===== config.mk =====
export PLATFORM = sky130hd
export DESIGN_NAME = prog_clk_div
export DESIGN_NICKNAME = d
export VERILOG_FILES = /design/src/rtl/pcd_pkg.sv /design/src/rtl/pcd_shadow.sv /design/src/rtl/pcd_core.sv /design/src/rtl/pcd_outsel.sv /design/src/rtl/prog_clk_div.sv
export SDC_FILE = /design/constraint.sdc
export NUM_CORES = 1
export LEC_CHECK = 0
export ABC_AREA = 1
export BUFFER_PORTS_ARGS = -buffer_cell sky130_fd_sc_hd__buf_2
export CORE_MARGIN = 4
export CORE_UTILIZATION = 41
export DETAILED_ROUTE_END_ITERATION = 12
export GPL_TIMING_DRIVEN = 0
export REMOVE_ABC_BUFFERS = 1
export SYNTH_ARGS = -nofsm -noshare
export SYNTH_HDL_FRONTEND = slang
export SYNTH_HIERARCHICAL = 1
export SYNTH_SLANG_ARGS = --single-unit

===== constraint.sdc =====
create_clock -name clk_in -period 5.3 [get_ports clk_in]
set_input_delay 0.795 -clock clk_in [delete_from_list [all_inputs] [get_ports clk_in]]
set_output_delay 0.795 -clock clk_in [all_outputs]
set_load 0.005 [all_outputs]

===== src/rtl/pcd_pkg.sv =====
package pcd_pkg;
  typedef enum logic {
    LVL_LO = 1'b0,
    LVL_HI = 1'b1
  } lvl_e;
endpackage


===== src/rtl/pcd_shadow.sv =====
module pcd_shadow #(
  parameter int W   = 4,
  parameter int DEF = 7
) (
  input  logic         clk,
  input  logic         rst,
  input  logic         load,
  input  logic [W-1:0] lo_in,
  input  logic [W-1:0] hi_in,
  output logic [W-1:0] lo_q,
  output logic [W-1:0] hi_q
);
  localparam logic [W-1:0] DEF_V = W'(DEF);

  always_ff @(posedge clk) begin
    if (rst) begin
      lo_q <= DEF_V;
      hi_q <= DEF_V;
    end else if (load) begin
      lo_q <= lo_in;
      hi_q <= hi_in;
    end
  end


  shadow_hold_chk: assert property (@(posedge clk) disable iff (rst)
    !load |=> $stable({lo_q, hi_q}));
endmodule


===== src/rtl/pcd_core.sv =====
module pcd_core
  import pcd_pkg::*;
#(
  parameter int W = 4
) (
  input  logic         clk,
  input  logic         rst,
  input  logic         hold,
  input  logic         start_hi,
  input  logic [W-1:0] skew,
  input  logic [W-1:0] lo_lim,
  input  logic [W-1:0] hi_lim,
  output logic         lvl_nxt,
  output logic         bnd
);
  logic [W-1:0] cnt_q;
  logic [W-1:0] cnt_d;
  logic [W-1:0] dly_q;
  logic [W-1:0] dly_d;
  logic [W-1:0] lim;
  logic         at_end;
  lvl_e         lvl_q;
  lvl_e         lvl_d;

  always_comb begin
    lim    = (lvl_q == LVL_HI) ? hi_lim : lo_lim;
    at_end = (dly_q == '0) && (cnt_q == lim);
    bnd    = !hold && at_end && (lvl_q == LVL_HI);
    lvl_d  = lvl_q;
    cnt_d  = cnt_q;
    dly_d  = dly_q;
    if (hold) begin
      lvl_d = start_hi ? LVL_HI : LVL_LO;
      cnt_d = '0;
      dly_d = skew;
    end else if (dly_q != '0) begin
      dly_d = dly_q - 1'b1;
    end else if (at_end) begin
      lvl_d = (lvl_q == LVL_HI) ? LVL_LO : LVL_HI;
      cnt_d = '0;
    end else begin
      cnt_d = cnt_q + 1'b1;
    end
  end

  always_ff @(posedge clk) begin
    if (rst) begin
      lvl_q <= LVL_LO;
      cnt_q <= '0;
      dly_q <= '0;
    end else begin
      lvl_q <= lvl_d;
      cnt_q <= cnt_d;
      dly_q <= dly_d;
    end
  end

  assign lvl_nxt = (lvl_d == LVL_HI);


  cnt_range_chk: assert property (@(posedge clk) disable iff (rst)
    cnt_q <= lim);


  hold_level_chk: assert property (@(posedge clk) disable iff (rst)
    hold |=> (lvl_q == ($past(start_hi) ? LVL_HI : LVL_LO)) && (cnt_q == '0)
             && (dly_q == $past(skew)));


  skew_freeze_chk: assert property (@(posedge clk) disable iff (rst)
    (!hold && dly_q != '0) |=> (lvl_q == $past(lvl_q)) && (cnt_q == $past(cnt_q)));
endmodule


===== src/rtl/pcd_outsel.sv =====
module pcd_outsel (
  input  logic clk,
  input  logic rst,
  input  logic force_en,
  input  logic force_lvl,
  input  logic div_nxt,
  input  logic bypass,
  output logic clk_out
);
  logic o_q;

  always_ff @(posedge clk) begin
    if (rst) o_q <= 1'b0;
    else     o_q <= force_en ? force_lvl : div_nxt;
  end

  assign clk_out = bypass ? clk : o_q;


  force_lvl_chk: assert property (@(posedge clk) disable iff (rst)
    force_en |=> o_q == $past(force_lvl));
endmodule


===== src/rtl/prog_clk_div.sv =====
module prog_clk_div #(
  parameter int W       = 4,
  parameter int DEF_CNT = 7
) (
  input  logic         clk_in,
  input  logic         rst,
  input  logic         sync_n,
  input  logic [W-1:0] cfg_lo_cnt,
  input  logic [W-1:0] cfg_hi_cnt,
  input  logic         cfg_bypass,
  input  logic         cfg_sync_ign,
  input  logic         cfg_force_lvl,
  input  logic         cfg_start_hi,
  input  logic [W-1:0] cfg_skew,
  output logic         clk_out
);
  logic         hold;
  logic         force_en;
  logic         bnd;
  logic         div_nxt;
  logic [W-1:0] lo_lim;
  logic [W-1:0] hi_lim;

  assign hold     = cfg_bypass || (!cfg_sync_ign && !sync_n);
  assign force_en = cfg_sync_ign && !sync_n;

  pcd_shadow #(.W(W), .DEF(DEF_CNT)) u_shadow (
    .clk   (clk_in),
    .rst   (rst),
    .load  (hold || bnd),
    .lo_in (cfg_lo_cnt),
    .hi_in (cfg_hi_cnt),
    .lo_q  (lo_lim),
    .hi_q  (hi_lim)
  );

  pcd_core #(.W(W)) u_core (
    .clk      (clk_in),
    .rst      (rst),
    .hold     (hold),
    .start_hi (cfg_start_hi),
    .skew     (cfg_skew),
    .lo_lim   (lo_lim),
    .hi_lim   (hi_lim),
    .lvl_nxt  (div_nxt),
    .bnd      (bnd)
  );

  pcd_outsel u_outsel (
    .clk       (clk_in),
    .rst       (rst),
    .force_en  (force_en),
    .force_lvl (cfg_force_lvl),
    .div_nxt   (div_nxt),
    .bypass    (cfg_bypass),
    .clk_out   (clk_out)
  );


  ign_no_hold_chk: assert property (@(posedge clk_in) disable iff (rst)
    (cfg_sync_ign && !cfg_bypass) |-> !hold);
endmodule


==> results of run 1 <==
-- registers in the layout (all words and copies together) (netlist names) --
| signal | flops |
|---|---|
| u_shadow/lo_q | 4 |
| u_outsel/o_q | 1 |
| u_core/dly_q | 4 |
| u_shadow/hi_q | 4 |
| u_core/lvl_q | 1 |
| u_core/cnt_q | 4 |
-- critical path, delay by kind of cell --
| family | cells | cell delay [ns] |
|---|---|---|
| buf+inv | 3 | 0.36 |
| compound gates | 1 | 0.07 |
| simple gates | 1 | 0.04 |
-- path summary, 6_finish.rpt --
kind / endpoint / cells past startpoint
setup / recovery: clk_out / 5
hold / removal: u_shadow/lo_q[2]$_SDFFE_PP1P_ / 2
setup reg to reg: u_shadow/lo_q[0]$_SDFFE_PP1P_ / 13
hold reg to reg: u_shadow/lo_q[2]$_SDFFE_PP1P_ / 2
-- area by class of cell --
cell class / instances / area, um2 / area share
Inverter: 27 / 101 / 0.0868
Timing Repair Buffer: 18 / 90.1 / 0.0772
Clock buffer: 7 / 50.0 / 0.0429
Sequential cell: 18 / 360 / 0.309
Multi-Input combinational cell: 107 / 531 / 0.454
Tap cell: 28 / 35.0 / 0.0300
-- per-stage QoR --
stage | setup slack (ns) | std cells | util | instance area, um2 | hold WS [ns]
2_1_floorplan | 1.74 | 152 | - | 992 | 0.429
3_3_place_gp | 1.65 | 199 | 0.493 | 1120 | 0.449
3_5_place_dp | 1.65 | 199 | 0.493 | 1120 | 0.449
4_1_cts | 1.37 | 205 | 0.513 | 1170 | 0.475
5_1_grt | 1.35 | 205 | 0.513 | 1170 | 0.496
6_report | 1.39 | 205 | 0.513 | 1170 | 0.472
-- per-layer routing --
metal / vias to the layer above / part of all wire
met5: - / 0
met4: 0 / 0.016
met3: 3 / 0.041
met2: 13 / 0.47
met1: 406 / 0.47
li1: 525 / -
-- report_power, final --
part,switching [mW],internal [mW]
sequential,0.00654,0.145
clock,0.0507,0.0551
combinational,0.0376,0.0235
total,0.0948,0.224
-- synth_stat cells, types with 2 or more instances --
| library cell | number | area share |
|---|---|---|
| a21oi_1 | 6 | 0.030 |
| dfxtp_1 | 18 | 0.36 |
| ha_1 | 3 | 0.037 |
| inv_1 | 25 | 0.094 |
| inv_2 | 2 | 0.0075 |
| nand2_1 | 44 | 0.16 |
| nand2_2 | 5 | 0.031 |
| nand3_1 | 18 | 0.090 |
| nor2_1 | 9 | 0.034 |
| nor2_2 | 6 | 0.037 |
| o21ai_0 | 6 | 0.030 |
| xor2_1 | 3 | 0.026 |
-- kinds of logic after synthesis --
family | synth area share
AOI/OAI and AO/OA | 0.0811
DFF | 0.359
buffers and inverters | 0.112
and+or+nand+nor | 0.384
xor gates and xnor gates | 0.0262
adders and majority gates | 0.0374
==> flow_summary.json, run 1 <==
{
  "grt_overflow": 0,
  "yosysUniqueCellTypes": 20,
  "layout-drive-gt1-share": 0.226,
  "synth_seq_cells": 18,
  "n_antenna_cell": 0,
  "pin_count": 20,
  "worstHoldStart": "u_shadow/lo_q[2]$_SDFFE_PP1P_",
  "use_met1": 0.168,
  "fillCellCount": 243,
  "async_reset_ff_frac": 0,
  "skew_ns": 0.00224,
  "startpoint": "clk_in",
  "die_area_um2": 3300,
  "ys_seq_area_frac": 0.359,
  "track_usage": 0.140,
  "final_cell_mix": "nand2_1, inv_1, buf_2, nand3_1, dfxtp_1",
  "totalWireLength_um": 1940,
  "max_stage_delay_ns": 0.13,
  "grt_busiest_layer": "met2",
  "cellPowerDensity_nw_per_um2": 273,
  "clkTransAtPathRegs_ns": 0.10,
  "place.gp.congestion": 0.805,
  "nets": 201,
  "end_kind": "primary output",
  "grt_pass1_vias": 917,
  "crit_chain": "clkbuf_4 -> clkbuf_4 -> nand2_1 -> o21ai_0 -> buf_2",
  "syn_avg_cell_area_um2": 6.56,
  "vias_per_cell": 4.62,
  "maxSlewViolCount": 0,
  "setup-violations-final": 0,
  "drt-wirelength-per-cell_um": 9.48,
  "hold_path_class": "flip-flop to flip-flop",
  "tightest_slew_ns": 0.369,
  "grt_util_met3": 0.0226,
  "place_hpwl_um": 1530,
  "crit_fanout": 2,
  "finalPower_uw": 319,
  "leakage_nw": 0.620,
  "grt_pass1_wl_um": 3550,
  "maxCapViolCount": 0,
  "placementRows": 17,
  "dr.pass1.iters": 4,
  "crit_required_ns": 4.51,
  "ys.flop_type": "dfxtp_1",
  "relSlewSlack": 0.754,
  "rsz0062_at_grt": "no",
  "area_delta_synth_final_pct": 16.3,
  "setup.worst_path.start_class": "clock port",
  "grt_max_degree": 12,
  "start_util": 0.441,
  "clk_latency_ns": 0.40,
  "cts_resized": 0,
  "first_iter_violations": 18,
  "worst_ep_arrival_time_ns": 3.11,
  "reg2reg_setup_slack_ns": 3.11,
  "num_vias": 947,
  "final.setup.tns_ns": 0,
  "hold_buffers": 0,
  "antenna_found_initial": 0,
  "drc_errors": 0,
  "status": "completed",
  "die_x_um": 57.5,
  "worst_path_max_delay_cell": "buf_2",
  "postRouteAntennaNets": 0,
  "layout_commonest_cell": "nand2_1",
  "syn_inst": 153,
  "postCtsSetupBuffers": 0,
  "fp.dieH_um": 57.5,
  "syn_area_um2": 1000,
  "synth_edf_count": 0,
  "use_met2": 0.215,
  "hold_viol_final": 0,
  "yosysWarnings": 6,
  "cpMostUsedCell": "clkbuf_4",
  "cts_tree": "yes",
  "vdd_ir_drop_max_mv": 0.155,
  "port_buffers": 19,
  "worstSetupPathType": "clock port to primary output",
  "core_um2": 2280,
  "r2r_start": "u_core/dly_q[0]$_SDFFE_PP0P_"
}
Power figures use the tool's default switching activity.
==> run 2, diff against run 1 <==
--- a/config.mk
+++ b/config.mk
@@ -5,7 +5,7 @@
 export SDC_FILE = /design/constraint.sdc
 export NUM_CORES = 1
 export LEC_CHECK = 0
-export ABC_AREA = 1
+export ABC_AREA = 0
 export BUFFER_PORTS_ARGS = -buffer_cell sky130_fd_sc_hd__buf_2
 export CORE_MARGIN = 4
 export CORE_UTILIZATION = 41
==> constraint.sdc (replaced) <==
create_clock -name clk_in -period 3.7 [get_ports clk_in]
set_input_delay 0.555 -clock clk_in [delete_from_list [all_inputs] [get_ports clk_in]]
set_output_delay 0.555 -clock clk_in [all_outputs]
set_load 0.005 [all_outputs]
==> run 2 against run 1 <==
  * Count of clock-buffer cells in the layout is 1 higher
  * Non-clock buffer count stayed put
  * Largest power group unchanged
  * Routed wire length is 9.1% lower
  * Register-to-register slack worse by 2.2 ns
  * Critical path type unchanged
  * Flip-flop and latch count stayed put
==> flow_summary.json, run 2 <==
{
  "nets": 147,
  "grt_pass1_vias": 775,
  "vias_per_cell": 5.01,
  "dp_cells": 145,
  "n_antenna_cell": 0,
  "postCtsSetupBuffers": 0,
  "hold_viol_final": 0,
  "synth_edf_count": 0,
  "track_usage": 0.126,
  "drc_errors": 0,
  "place_hpwl_um": 1310,
  "tightest_slew_ns": 0.650,
  "grt_pass1_wl_um": 3220,
  "first_iter_violations": 10,
  "die_area_um2": 3280,
  "placementRows": 17,
  "yosysMostFrequentCell": "dfxtp_1",
  "setup-violations-final": 0,
  "postRouteAntennaNets": 0,
  "finalNonFillerCells": 152,
  "ff2ff_path_depth": 9,
  "grt_max_degree": 16,
  "relSlewSlack": 0.566,
  "clkTransAtPathRegs_ns": 0.10,
  "min_path_cells": 2,
  "antenna_found_initial": 0,
  "ys.flop_type": "dfxtp_1",
  "final.setup.tns_ns": 0,
  "r2r_start": "u_core/dly_q[0]$_SDFFE_PP0P_",
  "reg2reg_setup_slack_ns": 0.95,
  "final_cell_mix": "buf_2, dfxtp_1, nor2_1, mux2i_1",
  "end_kind": "primary output",
  "async_reset_ff_frac": 0,
  "hold_path_class": "input port to flip-flop",
  "dr.pass1.iters": 4,
  "endpoint": "clk_out",
  "fp.dieH_um": 57.3,
  "cts_tree": "yes",
  "maxSlewViolCount": 0,
  "syn_area_um2": 995,
  "area_delta_synth_final_pct": 16.0,
  "port_buffers": 19,
  "rsz0062_at_grt": "no",
  "status": "completed",
  "synthDominantCellAreaShare": 0.362,
  "syn_avg_cell_area_um2": 9.75,
  "timing.rr.end": "u_shadow/hi_q[2]$_SDFFE_PP1P_",
  "clk_latency_ns": 0.40,
  "place.gp.congestion": 0.703,
  "layout-drive-gt1-share": 0.315,
  "cellPowerDensity_nw_per_um2": 423,
  "maxCapViolCount": 0,
  "skew_ns": 0.00800,
  "die_x_um": 57.3,
  "leakage_nw": 0.504,
  "core_um2": 2250,
  "finalPower_uw": 488,
  "yosysUniqueCellTypes": 33,
  "worst_ep_arrival_time_ns": 2.44,
  "layout_commonest_cell": "buf_2",
  "worstSetupPathType": "clock port to primary output",
  "yosysWarnings": 6,
  "totalWireLength_um": 1770,
  "vdd_ir_drop_max_mv": 0.271,
  "ys_top_cells_by_count": "dfxtp_1, nor2_1, mux2i_1, a211o_1",
  "crit_required_ns": 3.14,
  "synth_seq_cells": 18,
  "postLayoutCellArea_um2": 1150,
  "drt-wirelength-per-cell_um": 11.6,
  "synth_area_leaders": "dfxtp_1, mux2i_1, nor2_1, a211o_1, xnor2_1",
  "start_util": 0.441,
  "synth_top_area_cell": "dfxtp_1",
  "cts_resized": 0,
  "ys_seq_area_frac": 0.362,
  "pin_count": 20,
  "startpoint": "clk_in",
  "setup.worst_path.start_class": "clock port",
  "num_vias": 761,
  "syn_inst": 102,
  "crit_fanout": 2,
  "place_area_um2": 1090,
  "hold_buffers": 0,
  "grt_overflow": 0,
  "fin_util": 0.512
}
## run 2: changes by cell type in the layout (fill, tap and decap cells not counted), moves of 3 or more
cell and change:
a211o_1 +6, and2b_4 +3, inv_1 -22, mux2i_1 +8, nand2_1 -39, nand2_2 -5, nand3_1 -17, nor2_1 +7
nor2_2 -6, o21ai_0 -6, xnor2_1 +5
## run 2: per-stage QoR
step | hold WS [ns] | worst slack (ns)
finish | 0.362 | 0.706
global route | 0.340 | 0.695
CTS | 0.347 | 0.696
detailed placement | 0.490 | 0.942
global placement | 0.478 | 0.942
floorplan | 0.460 | 1.05
## run 2: how the worst min path moves through the flow
stage,from,endpoint
global route,cfg_lo_cnt[2],u_shadow/lo_q[2]$_SDFFE_PP1P_
floorplan,u_shadow/lo_q[3]$_SDFFE_PP0P_,u_shadow/lo_q[3]$_SDFFE_PP0P_
finish,cfg_lo_cnt[1],u_shadow/lo_q[1]$_SDFFE_PP1P_
detailed placement,u_shadow/hi_q[3]$_SDFFE_PP0P_,u_shadow/hi_q[3]$_SDFFE_PP0P_
CTS,cfg_lo_cnt[1],u_shadow/lo_q[1]$_SDFFE_PP1P_
global placement,u_shadow/hi_q[3]$_SDFFE_PP0P_,u_shadow/hi_q[3]$_SDFFE_PP0P_
## run 2: logic make-up after synthesis
group / Yosys count / synth area share
muxes: 11 / 0.133
xor gates and xnor gates: 7 / 0.0616
DFF: 18 / 0.362
AOI/OAI and AO/OA: 16 / 0.132
buffers and inverters: 7 / 0.0415
adders and majority gates: 3 / 0.0377
and+or+nand+nor: 40 / 0.231
## run 2: final cells by class
cell class	count	area [um2]
fill	237	1100
multi-input combinational	77	593
sequential	18	360
timing repair buffer	18	90.1
clock buffer	8	63.8
tap	28	35.0
inverter	3	11.3
## run 2: power by group
group / switching, mW / leakage [nW] / internal, mW / total [mW]
combinational: 0.0402 / 0.308 / 0.0483 / 0.0885
clock: 0.0730 / 0.0473 / 0.108 / 0.181
sequential: 0.0119 / 0.149 / 0.207 / 0.219
## run 2: critical path, stage by stage
cell and delay, ns:
clkbuf_4 0.11, clkbuf_4 0.12, mux2_4 0.24, buf_2 0.13
## run 2: layer usage
metal	part of all wire	track usage	wire, um	vias to the layer above
met4	0	0.0397	0	0
met2	0.48	0.199	849	17
met1	0.45	0.150	791	347
met3	0.072	0.0588	127	0
li1	-	-	-	397
met5	0	0	0	-
==> run 3, diff against run 2 <==
==> constraint.sdc (replaced) <==
create_clock -name clk_in -period 2.5 [get_ports clk_in]
set_input_delay 0.375 -clock clk_in [delete_from_list [all_inputs] [get_ports clk_in]]
set_output_delay 0.375 -clock clk_in [all_outputs]
set_load 0.005 [all_outputs]
==> run 3 against run 2 <==
  * Sequential power rose by 49%
  * Routed wire length up 7.0%
  * Sequential share of layout area is 1.0 points lower
  * Critical path type is now flip-flop to flip-flop
  * Largest cell class unchanged
==> flow_summary.json, run 3 (synthesis results as in run 2) <==
{
  "postRouteAntennaNets": 0,
  "fin_util": 0.529,
  "max_freq_mhz": 421,
  "hold_path_end": "u_shadow/lo_q[1]$_SDFFE_PP1P_",
  "track_usage": 0.130,
  "drc_errors": 0,
  "setup_slack_ns": 0.124,
  "antenna_found_initial": 0,
  "nets": 148,
  "combinationalPowerShare": 0.193,
  "hold_viol_final": 0,
  "n_antenna_cell": 0,
  "p_int_uw": 546,
  "finalNonFillerCells": 153,
  "leakage_nw": 0.523,
  "layout-drive-gt1-share": 0.344,
  "grt_max_degree": 16,
  "hold_ws_ns": 0.173,
  "cts_tree": "yes",
  "cellPowerDensity_nw_per_um2": 618,
  "skew_ns": 0.00408,
  "drt-wirelength-per-cell_um": 12.4,
  "hold_path_class": "input port to flip-flop",
  "grt_pass1_vias": 776,
  "crit_chain": "mux2i_4 -> xnor2_1 -> or4_4 -> and2b_1 -> or2_4 -> and2b_4 -> a211o_1",
  "final.setup.tns_ns": 0,
  "place_hpwl_um": 1310,
  "reg2reg_setup_slack_ns": 0.12,
  "setup.worst_path.start_class": "flip-flop",
  "status": "completed",
  "totalWireLength_um": 1890,
  "grt_overflow": 0,
  "vdd_ir_drop_max_mv": 0.416,
  "area_delta_synth_final_pct": 20.0,
  "place.gp.congestion": 0.703,
  "clk_latency_ns": 0.39,
  "die_x_um": 57.3,
  "pre_cts_ws_ns": -0.209,
  "worst_ep_arrival_time_ns": 2.67,
  "layout_commonest_cell": "buf_2",
  "finalCritPeriodShare": 0.950,
  "place_area_um2": 1090,
  "ff2ff_path_depth": 7,
  "placementRows": 17,
  "worstSetupPathType": "flip-flop to flip-flop",
  "finalPower_uw": 737,
  "pin_count": 20,
  "dp_cells": 145,
  "timing.rr.end": "u_shadow/hi_q[2]$_SDFFE_PP1P_",
  "dr.pass1.iters": 4,
  "first_iter_violations": 11,
  "core_um2": 2250,
  "vias_per_cell": 5.00,
  "r2r_start": "u_core/lvl_q$_SDFF_PP0_",
  "tightest_slew_ns": 0.648,
  "min_period_ns": 2.38,
  "power_frac_seq": 0.442,
  "final_cell_mix": "buf_2, dfxtp_1, nor2_1, mux2i_1",
  "end_kind": "flip-flop",
  "setup-violations-final": 0,
  "p_clk_frac": 0.365,
  "num_vias": 765,
  "crit_fanout": 8,
  "start_util": 0.441,
  "fp.dieH_um": 57.3,
  "switching_share": 0.259,
  "worstHoldStart": "cfg_lo_cnt[1]",
  "worst_path_max_delay_cell": "or4_4",
  "crit_required_ns": 2.79,
  "relSlewSlack": 0.567,
  "grt_pass1_wl_um": 3290,
  "switching_power_uw": 191,
  "postLayoutCellArea_um2": 1190,
  "clkTransAtPathRegs_ns": 0.11,
  "maxCapViolCount": 0,
  "die_area_um2": 3280,
  "min_path_cells": 2,
  "max_stage_delay_ns": 0.57,
  "maxSlewViolCount": 0,
  "port_buffers": 19
}
run 3: cell types whose count changed in the layout (fill, tap and decap cells not counted), sizes merged:
cell	previous run	this run
buf	19	20
run 3: worst max path at each step:
stage	start	endpoint	slack, ns	cells after the start
6_report	u_core/lvl_q$_SDFF_PP0_	u_shadow/hi_q[2]$_SDFFE_PP1P_	0.12	7
5_1_grt	u_core/dly_q[0]$_SDFFE_PP0P_	u_shadow/hi_q[2]$_SDFFE_PP1P_	-0.004	9
4_1_cts	u_core/lvl_q$_SDFF_PP0_	u_shadow/hi_q[2]$_SDFFE_PP1P_	0.05	7
3_5_place_dp	u_core/dly_q[0]$_SDFFE_PP0P_	u_shadow/hi_q[2]$_SDFFE_PP1P_	-0.21	9
3_3_place_gp	u_core/lvl_q$_SDFF_PP0_	u_shadow/hi_q[0]$_SDFFE_PP1P_	-0.14	7
2_1_floorplan	u_core/lvl_q$_SDFF_PP0_	u_shadow/hi_q[2]$_SDFFE_PP1P_	0.06	7
run 3: power by group through the flow:
| stage | Sequential (mW) | Clock (mW) | Combinational [mW] |
|---|---|---|---|
| after floorplan | 0.326 | 0.0161 | 0.0992 |
| after global placement | 0.330 | 0.0235 | 0.128 |
| after detailed placement | 0.331 | 0.0235 | 0.131 |
| after CTS | 0.325 | 0.279 | 0.134 |
| after global routing | 0.329 | 0.297 | 0.161 |
| final | 0.326 | 0.269 | 0.142 |
run 3: layout make-up:
type / count / area (um2)
tap: 28 / 35.0
inverter: 3 / 11.3
timing repair buffer: 19 / 110
fill: 234 / 1060
clock buffer: 8 / 63.8
sequential: 18 / 360
multi-input combinational: 77 / 613
run 3: critical path: cells and delay by family, from the launching register on:
kind,cells,cell delay [ns]
compound gates,1,0.23
flops,1,0.54
simple gates,4,1.13
xor+xnor,1,0.08
mux,1,0.29
run 3: layer usage:
| metal | routed length [um] | share of wire | track usage |
|---|---|---|---|
| met5 | 0 | 0 | 0 |
| met4 | 0 | 0 | 0.0397 |
| met2 | 929 | 0.49 | 0.220 |
| met1 | 834 | 0.44 | 0.145 |
| met3 | 127 | 0.067 | 0.0588 |
run 3: what timing repair did:
action                     in CTS  in global routing
pin swaps                       0                  1
gates resized for setup         2                  2
cloned                          0                  0
setup endpoints to repair       8                  4
setup buffers                   0                  1
hold buffers                    0                  0
